--- config.mk ---
export PLATFORM = sky130hd
export DESIGN_NAME = acc_datapath
export DESIGN_NICKNAME = d
export VERILOG_FILES = /design/src/rtl/acc_dp_pkg.sv /design/src/rtl/acc_dp_alu.sv /design/src/rtl/acc_dp_status.sv /design/src/rtl/acc_datapath.sv
export SDC_FILE = /design/constraint.sdc
export NUM_CORES = 1
export LEC_CHECK = 0
export ABC_AREA = 1
export BUFFER_PORTS_ARGS = -buffer_cell sky130_fd_sc_hd__buf_2
export CAP_MARGIN = 15
export CORE_UTILIZATION = 45
export DETAILED_ROUTE_END_ITERATION = 8
export GPL_ROUTABILITY_DRIVEN = 0
export GPL_TIMING_DRIVEN = 1
export PLACE_DENSITY = 0.71
export SYNTH_ARGS = -nofsm -noshare
export SYNTH_HDL_FRONTEND = slang
export SYNTH_SLANG_ARGS = --single-unit
export TNS_END_PERCENT = 20
--- constraint.sdc ---
create_clock -name clk -period 2.5 [get_ports clk]
set_input_delay 0.375 -clock clk [delete_from_list [all_inputs] [get_ports clk]]
set_output_delay 0.375 -clock clk [all_outputs]
set_load 0.01 [all_outputs]
--- src/rtl/acc_dp_pkg.sv ---
package acc_dp_pkg;
  localparam int TT_W = 4;

  typedef enum logic [1:0] {
    CIN_FLAG  = 2'd0,
    CIN_NFLAG = 2'd1,
    CIN_ZERO  = 2'd2,
    CIN_ONE   = 2'd3
  } cin_sel_e;
endpackage

--- src/rtl/acc_dp_alu.sv ---
module acc_dp_alu
  import acc_dp_pkg::*;
#(
  parameter int WIDTH = 8
) (
  input  logic [WIDTH-1:0] opa,
  input  logic [WIDTH-1:0] opb,
  input  logic             arith,
  input  logic             sub,
  input  logic             cin,
  input  logic [TT_W-1:0]  tt,
  output logic [WIDTH-1:0] res,
  output logic             cout
);
  localparam int SUM_W = WIDTH + 1;

  logic [WIDTH-1:0] opb_x;
  logic [SUM_W-1:0] sum;
  logic [WIDTH-1:0] lres;

  assign opb_x = sub ? ~opb : opb;
  assign sum   = {1'b0, opa} + {1'b0, opb_x} + {{WIDTH{1'b0}}, cin};

  // per-bit truth-table logic unit
  for (genvar i = 0; i < WIDTH; i++) begin : g_lu
    assign lres[i] = tt[{opa[i], opb[i]}];
  end

  assign res  = arith ? sum[WIDTH-1:0] : lres;
  assign cout = sum[WIDTH];

  // the logic path ignores the carry-in entirely
  always_comb begin
    if (!arith && (tt == 4'b1000))
      a_and_r7: assert (res == (opa & opb));
  end
endmodule

--- src/rtl/acc_dp_status.sv ---
module acc_dp_status #(
  parameter int WIDTH = 8
) (
  input  logic             clk,
  input  logic             rst,
  input  logic             upd,
  input  logic             upd_c,
  input  logic [WIDTH-1:0] value,
  input  logic             c_new,
  output logic             n_q,
  output logic             z_q,
  output logic             c_q
);
  always_ff @(posedge clk) begin
    if (rst) begin
      n_q <= 1'b0;
      z_q <= 1'b1;
      c_q <= 1'b0;
    end else begin
      if (upd) begin
        n_q <= value[WIDTH-1];
        z_q <= (value == '0);
      end
      if (upd_c)
        c_q <= c_new;
    end
  end

  p_c_hold_r11: assert property (@(posedge clk) disable iff (rst)
    !upd_c |=> $stable(c_q));
  p_nz_hold_r9: assert property (@(posedge clk) disable iff (rst)
    !upd |=> ($stable(n_q) && $stable(z_q)));
endmodule

--- src/rtl/acc_datapath.sv ---
module acc_datapath
  import acc_dp_pkg::*;
#(
  parameter int WIDTH = 8
) (
  input  logic             clk,
  input  logic             rst,
  input  logic             acc_ld,
  input  logic             acc_from_alu,
  input  logic             opb_zero,
  input  logic             alu_arith,
  input  logic             alu_sub,
  input  logic [1:0]       cin_sel,
  input  logic [3:0]       logic_tt,
  input  logic [WIDTH-1:0] bus_in,
  input  logic             bus_drv,
  output logic [WIDTH-1:0] bus_out,
  output logic             bus_oe,
  output logic [WIDTH-1:0] acc_q,
  output logic             flag_n,
  output logic             flag_z,
  output logic             flag_c
);
  localparam logic [WIDTH-1:0] ZERO = '0;

  cin_sel_e         cin_mode;
  logic             cin;
  logic [WIDTH-1:0] opb;
  logic [WIDTH-1:0] alu_res;
  logic             alu_cout;
  logic [WIDTH-1:0] acc_d;
  logic             c_upd;

  assign cin_mode = cin_sel_e'(cin_sel);

  always_comb begin
    unique case (cin_mode)
      CIN_FLAG:  cin = flag_c;
      CIN_NFLAG: cin = ~flag_c;
      CIN_ZERO:  cin = 1'b0;
      default:   cin = 1'b1;
    endcase
  end

  assign opb = opb_zero ? ZERO : bus_in;

  acc_dp_alu #(.WIDTH(WIDTH)) u_alu (
    .opa   (acc_q),
    .opb   (opb),
    .arith (alu_arith),
    .sub   (alu_sub),
    .cin   (cin),
    .tt    (logic_tt),
    .res   (alu_res),
    .cout  (alu_cout)
  );

  assign acc_d = acc_from_alu ? alu_res : bus_in;

  always_ff @(posedge clk) begin
    if (rst)
      acc_q <= '0;
    else if (acc_ld)
      acc_q <= acc_d;
  end

  assign c_upd = acc_ld & acc_from_alu & alu_arith;

  acc_dp_status #(.WIDTH(WIDTH)) u_status (
    .clk   (clk),
    .rst   (rst),
    .upd   (acc_ld),
    .upd_c (c_upd),
    .value (acc_d),
    .c_new (alu_cout),
    .n_q   (flag_n),
    .z_q   (flag_z),
    .c_q   (flag_c)
  );

  assign bus_oe  = bus_drv;
  assign bus_out = bus_drv ? acc_q : ZERO;

  p_bus_load_r2: assert property (@(posedge clk) disable iff (rst)
    (acc_ld && !acc_from_alu) |=> (acc_q == $past(bus_in)));
  p_zero_add_r4: assert property (@(posedge clk) disable iff (rst)
    (acc_ld && acc_from_alu && opb_zero && alu_arith && !alu_sub && cin_sel == 2'd2)
      |=> (acc_q == $past(acc_q)));
  p_hold_r9: assert property (@(posedge clk) disable iff (rst)
    !acc_ld |=> $stable(acc_q));
  p_flags_r8: assert property (@(posedge clk) disable iff (rst)
    (flag_z == (acc_q == ZERO)) && (flag_n == acc_q[WIDTH-1]));
  p_drive_r10: assert property (@(posedge clk) disable iff (rst)
    bus_drv |-> (bus_oe && bus_out == acc_q));
  p_bus_idle_r10: assert property (@(posedge clk) disable iff (rst)
    !bus_drv |-> (!bus_oe && bus_out == ZERO));
endmodule

==> impl_metrics.py <==
metrics = {
    "global_route": {
        "antenna_found_initial": 0,
        "grt_pass1_vias": 1514,
        "grt_overflow": 0,
        "grt_pass1_wl_um": 6980,
        "grt_start_max_net_pins": 13,
        "grtUsageTotal": 0.265,
    },
    "cts": {
        "clock_latency_ns": 0.26,
        "cts_buffer_depth": 2,
        "ctsResizeCount": 0,
        "path_clk_slew_ns": 0.06,
        "cts_hold_buf": 0,
        "h-tree-depth": 1,
        "cts.sinks": 10,
        "cts_tree": "done",
        "cts_setup_buffers": 0,
        "numCtsBuffers": 3,
        "cts_root_buffer": "clkbuf_4",
    },
    "die": {
        "core_region_area_mm2": 0.00305,
        "die_x_um": 58.9,
        "io_pins": 42,
        "rows": 20,
        "die_y_um": 58.9,
        "die-area_mm2": 0.00347,
        "start_util": 0.478,
    },
    "min_path": {
        "hold_path.class": "primary input to flop",
    },
    "power_and_ir_drop": {
        "powerDensity_mw_per_mm2": 376,
        "vdd_drop_max_uv": 218,
        "p_comb_frac": 0.541,
        "p_clk_frac": 0.166,
        "switchingPower_mw": 0.282,
        "internal_power_mw": 0.367,
        "p_sw_frac": 0.434,
        "seqPwrFrac": 0.293,
        "p_leak_nw": 1.07,
    },
    "placed_design": {
        "hpwl_um": 3290,
        "placed_cells": 346,
        "port_buffers": 41,
    },
    "setup_path": {
        "end_kind": "flop",
        "cp.required_ns": 2.71,
        "worstSetupStartpointType": "flop",
        "cp_max_fo": 3,
        "criticalPathCategory": "flop to flop",
        "arrival_ns": 2.53,
    },
    "detailed_routing": {
        "top_layer": "met4",
        "viasPerCell": 4.88,
        "wirelength_um": 4070,
        "m1WireLength_um": 1930,
        "drtIter0Drc": 85,
        "drc": 0,
        "met3_length_um": 177,
        "wl_met2_um": 1950,
        "vias": 1702,
        "firstDrtPassIters": 4,
        "avgRoutedWirePerCell_um": 11.7,
        "ant_nets": 0,
    },
    "flow_run": {
        "max_cap_violations": 0,
    },
    "finish": {
        "syn_to_final_growth_pct": 18.4,
        "utilization": 0.566,
        "instances_no_fill": 349,
        "drive_above_1_share": 0.184,
        "layout.nets": 338,
        "final_common_cell": "nand2_1",
        "layout_common_cells": "89 x nand2_1, 47 x inv_1, 41 x buf_2",
        "antenna_cells": 0,
    },
    "synthesis": {
        "yosys-top-cells-area": "nand2_1 23%, dfxtp_1 14%, inv_1 12%",
        "synthesis.nets": 295,
        "synth_seq_area_share": 0.137,
        "yosysUniqueCellTypes": 26,
        "synth_top_area_cell": "nand2_1",
        "synth.top_cell.area_share": 0.229,
        "syn_area_per_cell_um2": 5.53,
        "netlist_instances": 264,
        "ys_warn_count": 0,
        "yosys_register_bits": 10,
        "syn-cell-area_mm2": 0.00146,
    },
    "sta": {
        "hold_viol": 0,
        "worst_clock_skew_ns": 0.000831,
        "fin_crit_ns": 2.32,
        "rsz0062_at_grt": "false",
        "tightestPinTransition_ns": 0.363,
        "finalCritPeriodShare": 0.929,
        "drv_slew": 0,
        "setup_violations": 0,
        "max_freq_mhz": 430,
        "slew_headroom": 0.757,
        "holdWs_ns": 0.350,
    },
    "outcome": {
        "status": "finished, final reports clean",
    },
}
==> critical path, stage by stage, from the launching register on <==
cell and delay [ns]:
dfxtp_1 0.34, nand2_1 0.10, xor2_1 0.17, fa_1 0.40, fa_1 0.42, xor2_1 0.14, nand2_1 0.06, nand2_1 0.05
inv_1 0.04, a21oi_2 0.16, nand3_1 0.08, nor2_1 0.15, nand3_1 0.10, nand2_1 0.06
==> layout make-up <==
type / count / area, um^2
Timing Repair Buffer: 45 / 235
Inverter: 49 / 184
Fill cell: 324 / 1330
Tap cell: 44 / 55.1
Sequential cell: 10 / 200
Clock buffer: 3 / 22.5
Multi-Input combinational cell: 198 / 1030
==> flip-flops by register name, indices dropped and copies added, names as in the netlist <==
signal        count
acc_q             7
u_status.c_q      1
u_status.z_q      1
u_status.n_q      1
==> cells by family (layout without fill, tap and decap cells) <==
family | Yosys count | count (layout) | synth area share
AO/OA/AOI/OAI | 28 | 28 | 0.105
adder cells (fa/ha/maj) | 9 | 9 | 0.0875
AND/OR/NAND/NOR | 151 | 151 | 0.454
buffers and inverters | 56 | 97 | 0.156
XOR/XNOR | 10 | 10 | 0.0600
flip-flops | 10 | 10 | 0.137
==> power groups by stage <==
stage	combinational [mW]	sequential [mW]	clock (mW)
after floorplan	0.244	0.196	0
after global placement	0.344	0.193	0
after detailed placement	0.349	0.193	0
after CTS	0.351	0.190	0.111
after global routing	0.409	0.192	0.119
final	0.351	0.190	0.108
==> routing by layer <==
| metal | up-vias | track usage |
|---|---|---|
| met3 | 2 | 0.0396 |
| met1 | 752 | 0.370 |
| li1 | 907 | - |
| met4 | 0 | 0.0204 |
| met5 | - | 0 |
| met2 | 41 | 0.448 |
==> final timing paths <==
check / from / slack (ns) / cells past startpoint / to
worst max-delay path: u_status.c_q / 0.18 / 13 / u_status.z_q
worst min-delay path: rst / 0.35 / 3 / u_status.z_q
worst max register to register: u_status.c_q / 0.18 / 13 / u_status.z_q
worst min register to register: u_status.z_q / 0.47 / 2 / u_status.z_q
==> synth_stat cells <==
cell type / number
nand2_1: 89
inv_1: 47
nand3_1: 34
a21oi_1: 13
nor2_1: 12
dfxtp_1: 10
xor2_1: 10
o21ai_0: 9
ha_1: 7
nand3b_1: 7
nand2_2: 3
o211ai_1: 3
a31oi_1: 2
buf_2: 2
buf_4: 2
clkbuf_1: 2
fa_1: 2
or2_2: 2
a21oi_2: 1
buf_6: 1
clkinv_1: 1
inv_2: 1
nand2_4: 1
nand4_1: 1
nor3_1: 1
or2_1: 1
==> stage by stage <==
stage	total power [mW]	setup WS, ns	setup TNS, ns	cell area (um^2)
CTS	0.652	0.209	0	1730
finish	0.649	0.177	0	1730
floorplan	0.440	0.271	0	1460
global route	0.719	0.0492	0	1730
global placement	0.537	0.0145	0	1710
detailed placement	0.543	-0.0128	-0.0128	1710
No activity file was read; power rests on OpenSTA's default activity.
